`config.mk`:
```
export PLATFORM = sky130hd
export DESIGN_NAME = dec_edit_engine
export DESIGN_NICKNAME = d
export VERILOG_FILES = /design/src/rtl/dec_edit_pkg.sv /design/src/rtl/dec_edit_digits.sv /design/src/rtl/dec_edit_regs.sv /design/src/rtl/dec_edit_engine.sv
export SDC_FILE = /design/constraint.sdc
export NUM_CORES = 1
export LEC_CHECK = 0
export BUFFER_PORTS_ARGS = -buffer_cell sky130_fd_sc_hd__buf_2
export CAP_MARGIN = 40
export CORE_ASPECT_RATIO = 0.9
export CORE_MARGIN = 1
export CORE_UTILIZATION = 55
export CTS_BUF_LIST = sky130_fd_sc_hd__clkbuf_8
export DETAILED_ROUTE_END_ITERATION = 10
export GPL_ROUTABILITY_DRIVEN = 1
export GPL_TIMING_DRIVEN = 0
export PLACE_DENSITY = 0.8
export SLEW_MARGIN = 20
export SYNTH_ARGS = -nofsm -noshare
export SYNTH_HDL_FRONTEND = slang
export SYNTH_SLANG_ARGS = --single-unit
```
`constraint.sdc`:
```
create_clock -name clk -period 3.9 [get_ports clk]
set_input_delay 0.585 -clock clk [delete_from_list [all_inputs] [get_ports clk]]
set_output_delay 0.585 -clock clk [all_outputs]
set_load 0.02 [all_outputs]
```
`src/rtl/dec_edit_pkg.sv`:
```
package dec_edit_pkg;

  localparam int ADJ_MAX = 31;

  typedef enum logic [2:0] {
    S_IDLE, S_OP, S_ARG, S_REP, S_BLANK, S_SKIP
  } state_t;

  typedef enum logic [1:0] {RK_FILL, RK_MOVE, RK_FLOAT} rep_t;

  localparam logic [7:0] OP_END    = 8'h00;
  localparam logic [7:0] OP_ENDFLT = 8'h01;
  localparam logic [7:0] OP_CLRSIG = 8'h02;
  localparam logic [7:0] OP_SETSIG = 8'h03;
  localparam logic [7:0] OP_STSIGN = 8'h04;
  localparam logic [7:0] OP_LDFILL = 8'h40;
  localparam logic [7:0] OP_LDSIGN = 8'h41;
  localparam logic [7:0] OP_LDPLUS = 8'h42;
  localparam logic [7:0] OP_LDMIN  = 8'h43;
  localparam logic [7:0] OP_INSERT = 8'h44;
  localparam logic [7:0] OP_BLANK  = 8'h45;
  localparam logic [7:0] OP_REPL   = 8'h46;
  localparam logic [7:0] OP_ADJ    = 8'h47;

  localparam logic [3:0] GRP_FILL  = 4'h8;
  localparam logic [3:0] GRP_MOVE  = 4'h9;
  localparam logic [3:0] GRP_FLOAT = 4'hA;

  localparam logic [7:0] BLANK_CH = 8'h20;

  // Character for a significant BCD digit
  function automatic logic [7:0] digit_char(input logic [3:0] d);
    return {4'h3, d};
  endfunction

  // Legal operand range of the input-length operator
  function automatic logic adj_len_ok(input logic [7:0] l);
    return (l != 8'd0) && (int'(l) <= ADJ_MAX);
  endfunction

  // Operators that are followed by one operand byte
  function automatic logic has_operand(input logic [7:0] op);
    return op[7:3] == 5'b01000;
  endfunction

endpackage

```
`src/rtl/dec_edit_digits.sv`:
```
module dec_edit_digits #(
  parameter int LENW = 5
) (
  input  logic            clk,
  input  logic            rst_n,
  input  logic            load,
  input  logic [LENW-1:0] len_in,
  input  logic            take,
  input  logic            adj,
  input  logic [LENW-1:0] adj_len,
  input  logic [3:0]      mem_data,
  output logic [LENW-1:0] mem_addr,
  output logic            mem_rd,
  output logic [3:0]      cur_digit,
  output logic [LENW-1:0] remaining
);

  logic [LENW-1:0] rem_q, pad_q, idx_q;
  logic            use_pad, have_real;

  assign use_pad   = pad_q != '0;
  assign have_real = !use_pad && (rem_q != '0);
  assign cur_digit = have_real ? mem_data : 4'h0;
  assign mem_rd    = take && have_real;
  assign mem_addr  = idx_q;
  assign remaining = rem_q;

  always_ff @(posedge clk or negedge rst_n) begin
    if (!rst_n) begin
      rem_q <= '0;
      pad_q <= '0;
      idx_q <= '0;
    end else if (load) begin
      rem_q <= len_in;
      pad_q <= '0;
      idx_q <= '0;
    end else if (adj) begin
      pad_q <= (rem_q < adj_len) ? adj_len - rem_q : '0;
    end else if (take) begin
      if (use_pad) begin
        pad_q <= pad_q - 1'b1;
      end else if (rem_q != '0) begin
        rem_q <= rem_q - 1'b1;
        idx_q <= idx_q + 1'b1;
      end
    end
  end

endmodule

```
`src/rtl/dec_edit_regs.sv`:
```
module dec_edit_regs
  import dec_edit_pkg::*;
(
  input  logic       clk,
  input  logic       rst_n,
  input  logic       init,
  input  logic       ld_fill,
  input  logic       ld_sign,
  input  logic [7:0] ch,
  input  logic       set_sig,
  input  logic       clr_sig,
  input  logic       nz_ev,
  input  logic       ovf_ev,
  output logic [7:0] fill,
  output logic [7:0] sign,
  output logic       sig,
  output logic       zero,
  output logic       ovf
);

  always_ff @(posedge clk or negedge rst_n) begin
    if (!rst_n) begin
      fill <= BLANK_CH;
      sign <= BLANK_CH;
      sig  <= 1'b0;
      zero <= 1'b1;
      ovf  <= 1'b0;
    end else if (init) begin
      fill <= BLANK_CH;
      sign <= BLANK_CH;
      sig  <= 1'b0;
      zero <= 1'b1;
      ovf  <= 1'b0;
    end else begin
      if (ld_fill) fill <= ch;
      if (ld_sign) sign <= ch;
      if (clr_sig) sig <= 1'b0;
      if (set_sig || nz_ev || ovf_ev) sig <= 1'b1;
      if (nz_ev || ovf_ev) zero <= 1'b0;
      if (ovf_ev) ovf <= 1'b1;
    end
  end

endmodule

```
`src/rtl/dec_edit_engine.sv`:
```
module dec_edit_engine
  import dec_edit_pkg::*;
#(
  parameter int PAW  = 8,
  parameter int DAW  = 8,
  parameter int LENW = 5
) (
  input  logic            clk,
  input  logic            rst_n,
  input  logic            start,
  input  logic [LENW-1:0] src_len,
  input  logic            src_neg,
  output logic [PAW-1:0]  pat_addr,
  input  logic [7:0]      pat_data,
  output logic [LENW-1:0] dig_addr,
  output logic            dig_rd,
  input  logic [3:0]      dig_data,
  output logic            dst_we,
  output logic [DAW-1:0]  dst_addr,
  output logic [7:0]      dst_data,
  output logic            busy,
  output logic            done,
  output logic            err,
  output logic [DAW-1:0]  end_ptr,
  output logic            flag_n,
  output logic            flag_z,
  output logic            flag_v
);

  localparam int CW = 8;

  state_t          st, st_nx;
  rep_t            rk_q, rk_val;
  logic [PAW-1:0]  pc;
  logic [DAW-1:0]  dptr;
  logic [CW-1:0]   cnt, cnt_val;
  logic [7:0]      op_q;
  logic            neg_q, done_q, err_q;

  // Named internal events
  logic            init, pc_inc, cnt_ld, cnt_dec, op_ld, rk_ld;
  logic            fwd_wr, back_wr, take, adj;
  logic            ld_fill, ld_sign, set_sig, clr_sig, nz_ev, ovf_ev;
  logic            fin, fin_err;
  logic [DAW-1:0]  back_addr;
  logic [7:0]      wr_data;

  logic [7:0]      fill, sign;
  logic            sig, zero, ovf;
  logic [3:0]      cur_digit;
  logic [LENW-1:0] remaining;
  logic            nzd;

  dec_edit_digits #(.LENW(LENW)) u_digits (
    .clk       (clk),
    .rst_n     (rst_n),
    .load      (init),
    .len_in    (src_len),
    .take      (take),
    .adj       (adj),
    .adj_len   (LENW'(pat_data)),
    .mem_data  (dig_data),
    .mem_addr  (dig_addr),
    .mem_rd    (dig_rd),
    .cur_digit (cur_digit),
    .remaining (remaining)
  );

  dec_edit_regs u_regs (
    .clk     (clk),
    .rst_n   (rst_n),
    .init    (init),
    .ld_fill (ld_fill),
    .ld_sign (ld_sign),
    .ch      (pat_data),
    .set_sig (set_sig),
    .clr_sig (clr_sig),
    .nz_ev   (nz_ev),
    .ovf_ev  (ovf_ev),
    .fill    (fill),
    .sign    (sign),
    .sig     (sig),
    .zero    (zero),
    .ovf     (ovf)
  );

  assign nzd = cur_digit != 4'h0;

  always_comb begin
    st_nx     = st;
    init      = 1'b0;
    pc_inc    = 1'b0;
    cnt_ld    = 1'b0;
    cnt_val   = '0;
    cnt_dec   = 1'b0;
    op_ld     = 1'b0;
    rk_ld     = 1'b0;
    rk_val    = RK_FILL;
    fwd_wr    = 1'b0;
    back_wr   = 1'b0;
    back_addr = dptr;
    wr_data   = fill;
    take      = 1'b0;
    adj       = 1'b0;
    ld_fill   = 1'b0;
    ld_sign   = 1'b0;
    set_sig   = 1'b0;
    clr_sig   = 1'b0;
    nz_ev     = 1'b0;
    ovf_ev    = 1'b0;
    fin       = 1'b0;
    fin_err   = 1'b0;
    case (st)
      S_IDLE: begin
        if (start) begin
          init  = 1'b1;
          st_nx = S_OP;
        end
      end
      S_OP: begin
        if (pat_data[7:4] == GRP_FILL || pat_data[7:4] == GRP_MOVE ||
            pat_data[7:4] == GRP_FLOAT) begin
          pc_inc = 1'b1;
          rk_ld  = 1'b1;
          rk_val = (pat_data[7:4] == GRP_FILL) ? RK_FILL :
                   (pat_data[7:4] == GRP_MOVE) ? RK_MOVE : RK_FLOAT;
          if (pat_data[3:0] != 4'h0) begin
            cnt_ld  = 1'b1;
            cnt_val = CW'(pat_data[3:0]);
            st_nx   = S_REP;
          end
        end else if (has_operand(pat_data)) begin
          pc_inc = 1'b1;
          op_ld  = 1'b1;
          st_nx  = S_ARG;
        end else begin
          case (pat_data)
            OP_END: fin = 1'b1;
            OP_ENDFLT: begin
              pc_inc = 1'b1;
              if (!sig) begin
                fwd_wr  = 1'b1;
                wr_data = sign;
                set_sig = 1'b1;
              end
            end
            OP_CLRSIG: begin
              pc_inc  = 1'b1;
              clr_sig = 1'b1;
            end
            OP_SETSIG: begin
              pc_inc  = 1'b1;
              set_sig = 1'b1;
            end
            OP_STSIGN: begin
              pc_inc  = 1'b1;
              fwd_wr  = 1'b1;
              wr_data = sign;
            end
            default: fin_err = 1'b1;
          endcase
        end
      end
      S_ARG: begin
        pc_inc = 1'b1;
        st_nx  = S_OP;
        case (op_q)
          OP_LDFILL: ld_fill = 1'b1;
          OP_LDSIGN: ld_sign = 1'b1;
          OP_LDPLUS: ld_sign = !neg_q;
          OP_LDMIN:  ld_sign = neg_q;
          OP_INSERT: begin
            fwd_wr  = 1'b1;
            wr_data = sig ? pat_data : fill;
          end
          OP_BLANK: begin
            if (zero && pat_data != 8'd0) begin
              cnt_ld  = 1'b1;
              cnt_val = pat_data;
              st_nx   = S_BLANK;
            end
          end
          OP_REPL: begin
            if (zero && pat_data != 8'd0) begin
              back_wr   = 1'b1;
              back_addr = dptr - DAW'(pat_data);
            end
          end
          OP_ADJ: begin
            if (!adj_len_ok(pat_data)) begin
              pc_inc  = 1'b0;
              fin_err = 1'b1;
            end else begin
              adj = 1'b1;
              if (CW'(remaining) > pat_data) begin
                cnt_ld  = 1'b1;
                cnt_val = CW'(remaining) - pat_data;
                st_nx   = S_SKIP;
              end
            end
          end
          default: fin_err = 1'b1;
        endcase
      end
      S_REP: begin
        fwd_wr = 1'b1;
        case (rk_q)
          RK_FILL: cnt_dec = 1'b1;
          RK_MOVE: begin
            take    = 1'b1;
            cnt_dec = 1'b1;
            nz_ev   = nzd;
            wr_data = (sig || nzd) ? digit_char(cur_digit) : fill;
          end
          default: begin
            nz_ev = nzd;
            if (nzd && !sig) begin
              wr_data = sign;
            end else begin
              take    = 1'b1;
              cnt_dec = 1'b1;
              wr_data = sig ? digit_char(cur_digit) : fill;
            end
          end
        endcase
        if (cnt_dec && cnt == CW'(1)) st_nx = S_OP;
      end
      S_BLANK: begin
        back_wr   = 1'b1;
        back_addr = dptr - DAW'(cnt);
        cnt_dec   = 1'b1;
        if (cnt == CW'(1)) st_nx = S_OP;
      end
      S_SKIP: begin
        take    = 1'b1;
        ovf_ev  = nzd;
        cnt_dec = 1'b1;
        if (cnt == CW'(1)) st_nx = S_OP;
      end
      default: st_nx = S_IDLE;
    endcase
    if (fin || fin_err) st_nx = S_IDLE;
  end

  always_ff @(posedge clk or negedge rst_n) begin
    if (!rst_n) begin
      st     <= S_IDLE;
      pc     <= '0;
      dptr   <= '0;
      cnt    <= '0;
      op_q   <= '0;
      rk_q   <= RK_FILL;
      neg_q  <= 1'b0;
      done_q <= 1'b0;
      err_q  <= 1'b0;
    end else begin
      st     <= st_nx;
      done_q <= fin || fin_err;
      err_q  <= fin_err;
      if (init) begin
        pc    <= '0;
        dptr  <= '0;
        neg_q <= src_neg;
      end else begin
        if (pc_inc) pc <= pc + 1'b1;
        if (fwd_wr) dptr <= dptr + 1'b1;
      end
      if (cnt_ld) cnt <= cnt_val;
      else if (cnt_dec) cnt <= cnt - 1'b1;
      if (op_ld) op_q <= pat_data;
      if (rk_ld) rk_q <= rk_val;
    end
  end

  assign pat_addr = pc;
  assign dst_we   = fwd_wr || back_wr;
  assign dst_addr = back_wr ? back_addr : dptr;
  assign dst_data = wr_data;
  assign busy     = st != S_IDLE;
  assign done     = done_q;
  assign err      = err_q;
  assign end_ptr  = dptr;
  assign flag_n   = neg_q && !zero;
  assign flag_z   = zero;
  assign flag_v   = ovf;

endmodule

```
==> out/summary.txt <==
CTS tree: yes
CTS clk-pin slew, worst paths: 80 ps
IR drop worst, VDD: 0.3625 mV
total area of multi-input combinational cells: 0.003913 sq mm
storage element area: 0.001856 sq mm
HP Class: input port to asynchronous set/reset pin
post-synthesis sequential area ratio: 0.3072
Fmax: 267.6 MHz
Reg power frac: 0.287
router iterations before antenna repair: 5
Via Count: 5935
worst setup path category: input port to output pin
Num Clock Sinks: 74
placeable core region: 0.01047 sq mm
maximum number of pins on one net before global-route repair: 53
fraction of the cycle the final worst path needs: 0.9581
Top Metal Used: met4
proportion of netlist area held by the largest area contributor: 0.2942
mean number of vias per cell: 6.522
hold violation total from the final report: 0
Final ANT Viol Nets: 0
cell with the most instances after synthesis: sky130_fd_sc_hd__dfrtp_1
cell area after synthesis: 0.006040 sq mm
HPWL after detailed placement: 14200 um
initial antenna violation count: 0
final count of pins violating max slew: 0
CP startpoint kind: input port
Max H-tree Level: 3
starting DRC count in detailed routing: 645
Total Routing Usage GR: 0.3369
internal power contribution: 0.002176 W
clock tree skew after final layout: 8.422 ps
total negative setup slack: 0 ps
vias in the first global route: 5680
number of nets in the layout: 835
CTS buffer count: 9
library cell with the largest summed area after synthesis: sky130_fd_sc_hd__dfrtp_1
ant diodes: 0
number of filler cells placed in the layout: 901
Initial Util: 0.5770
number of register bits inferred by synthesis: 74
Synth cell types: 82
Layout Area Growth over Synthesis: 12.72%
Leak Pwr: 3.045 nW
gate count of the mapped netlist: 701
Post-synth EDFFs: 0
RD Place Congestion: 0.9411
overflow left after global routing: 0
result of the run: completed
I/O pin cnt: 66
Net Sw Frac: 0.4681
floorplan die area: 0.01140 sq mm
amount of wire on met2 after detailed routing: 8446 um
# port buffers: 64
row count: 35
slew at the pin closest to its max-slew limit: 788.4 ps
hold_ws: 121.7 ps
cells on worst reg2reg path: 10
floorplan die height: 101.4 um
maximum number of buffers from clock root to sink: 2
top post-synthesis cells by area: sky130_fd_sc_hd__dfrtp_1 29%, sky130_fd_sc_hd__ha_1 6.8%, sky130_fd_sc_hd__mux2i_1 5.3%
worst endpoint required time: 3310 ps
mean instance size in the synthesized netlist: 8.616 sq um
min cycle time layout: 3737 ps
net count after synthesis: 759
Max-Cap Viols: 0
routed wl met3: 1652 um
power density of the placed cells: 601.1 mW/mm^2
aggregate routed wire length: 18690 um
post-detailed-route wirelength per cell: 20.54 um
global-route wire length before repair: 29530 um
Root Buffer: sky130_fd_sc_hd__clkbuf_8
relative slew slack: 0.4720
Setup-failing EPs final: 0
worst slack at placement: -110.6 ps
Clock Latency Late Sink: 350 ps
capturing element type of the critical path: output pin
Switch Pwr: 0.001916 W
proportion of synthesized flip-flops having asynchronous set or reset: 1.000
fraction of final layout cells sized beyond drive strength 1: 0.1716
CP arrival: 3150 ps
cell types with the highest counts after synthesis: 71 x sky130_fd_sc_hd__dfrtp_1, 69 x sky130_fd_sc_hd__nor2_1, 61 x sky130_fd_sc_hd__nand2_1
worst-path maximum fanout: 9
number of remaining DRC errors: 0
most used flip-flop cell after synthesis: sky130_fd_sc_hd__dfrtp_1
relative contribution of combinational cells to total power: 0.538
RSZ-0062 raised after global routing: no
yosys warns: 0
Die Wd: 112.5 um
Metal-1 WL: 8132 um
Worst Slack Setup Final: 163.4 ps
proportion of power drawn by the clock network: 0.175
## final cells by class
| type | instances | area share |
|---|---|---|
| timing repair buffer | 67 | 0.05330 |
| clock inverter | 6 | 0.01581 |
| inverter | 33 | 0.01875 |
| tap | 129 | 0.02371 |
| buffer | 32 | 0.02297 |
| multi-input combinational | 560 | 0.5747 |
| sequential | 74 | 0.2726 |
| clock buffer | 9 | 0.01820 |
## metal layers
metal	vias up	global-route usage
li1	2738	-
met1	2857	0.4471
met2	292	0.5514
met3	48	0.06882
met4	0	0.1200
met5	-	0
## registers in the layout, summed over array words and instances, names as in the netlist
signal              flops
done                    1
u_regs.ovf              1
neg_q                   1
u_regs.fill             8
u_digits.remaining      5
u_digits.mem_addr       5
op_q                    8
u_digits.pad_q          5
u_regs.zero             1
pat_addr                8
u_regs.sig              1
u_regs.sign             8
end_ptr                 8
cnt                     8
err                     1
st                      3
rk_q                    2
## cells in the final DEF (no fill, tap or decap), types with 8 or more instances in the layout
cell	Yosys	routed
sky130_fd_sc_hd__buf_2	9	72
sky130_fd_sc_hd__dfrtp_1	71	71
sky130_fd_sc_hd__nor2_1	69	69
sky130_fd_sc_hd__nand2_1	61	61
sky130_fd_sc_hd__a21oi_1	44	44
sky130_fd_sc_hd__inv_1	33	33
sky130_fd_sc_hd__ha_1	33	33
sky130_fd_sc_hd__mux2i_1	32	32
sky130_fd_sc_hd__o21ai_0	28	28
sky130_fd_sc_hd__xnor2_1	19	19
sky130_fd_sc_hd__clkbuf_1	20	18
sky130_fd_sc_hd__nor3_1	18	18
sky130_fd_sc_hd__nand3_1	15	15
sky130_fd_sc_hd__nand2b_1	14	14
sky130_fd_sc_hd__o21a_1	11	11
sky130_fd_sc_hd__nor4b_1	10	10
sky130_fd_sc_hd__nor2b_1	9	9
sky130_fd_sc_hd__nand4_1	9	9
sky130_fd_sc_hd__a211oi_1	9	9
sky130_fd_sc_hd__clkbuf_8	0	9
sky130_fd_sc_hd__o22ai_1	9	8
sky130_fd_sc_hd__a22oi_1	8	8
## cells by family (layout without fill, tap and decap cells)
| logic type | Yosys count | in the layout | synth area share |
|---|---|---|---|
| AO/OA/AOI/OAI | 193 | 193 | 0.2227 |
| XOR/XNOR | 25 | 25 | 0.03625 |
| adder cells (fa/ha/maj) | 37 | 37 | 0.08163 |
| buffers and inverters | 67 | 147 | 0.04723 |
| flip-flops | 74 | 74 | 0.3072 |
| multiplexers | 35 | 35 | 0.05863 |
| AND/OR/NAND/NOR | 270 | 270 | 0.2463 |
## worst max-delay path, stage by stage
cell	delay, ps
sky130_fd_sc_hd__buf_2	130
sky130_fd_sc_hd__clkbuf_4	250
sky130_fd_sc_hd__clkinvlp_4	150
sky130_fd_sc_hd__ha_1	300
sky130_fd_sc_hd__nor2b_1	150
sky130_fd_sc_hd__o31a_1	290
sky130_fd_sc_hd__o32ai_2	350
sky130_fd_sc_hd__mux2_2	390
sky130_fd_sc_hd__and2_1	160
sky130_fd_sc_hd__a211oi_1	200
sky130_fd_sc_hd__buf_2	200
## stage by stage
stage               std cells    util  total power [W]  cell area, sq um
floorplan                 701       -         0.002689              6040
global placement          894  0.6231         0.003230              6521
detailed placement        896  0.6264         0.003308              6556
CTS                       912  0.6509         0.004044              6813
global route              910  0.6504         0.004341              6808
finish                    910  0.6504         0.004092              6808
## path summary, 6_finish.rpt
check	slack, ps	from	to
hold reg to reg	490	op_q[6]	op_q[6]
min in group clk	450	src_neg	neg_q
setup / recovery	160	pat_data[1]	dst_addr[7]
hold / removal	120	rst_n	done
setup reg to reg	960	u_digits.remaining[0]	cnt[7]
max in group asynchronous	3140	rst_n	u_regs.zero
## power by group through the flow
stage          sequential [W]  clock (W)  combinational, W
6_report              0.00117   0.000716           0.00220
5_1_grt               0.00119   0.000754           0.00240
4_1_cts               0.00116   0.000723           0.00216
3_5_place_dp          0.00117          0           0.00213
3_3_place_gp          0.00116          0           0.00207
2_1_floorplan         0.00115          0           0.00154
## what timing repair did
item,CTS,global route
gates resized for setup,3,1
hold buffers,0,0
cloned,0,0
hold endpoints to repair,0,0
endpoints found under the setup margin,2,1
buffers inserted,1,0
Power figures use the tool's default switching activity.
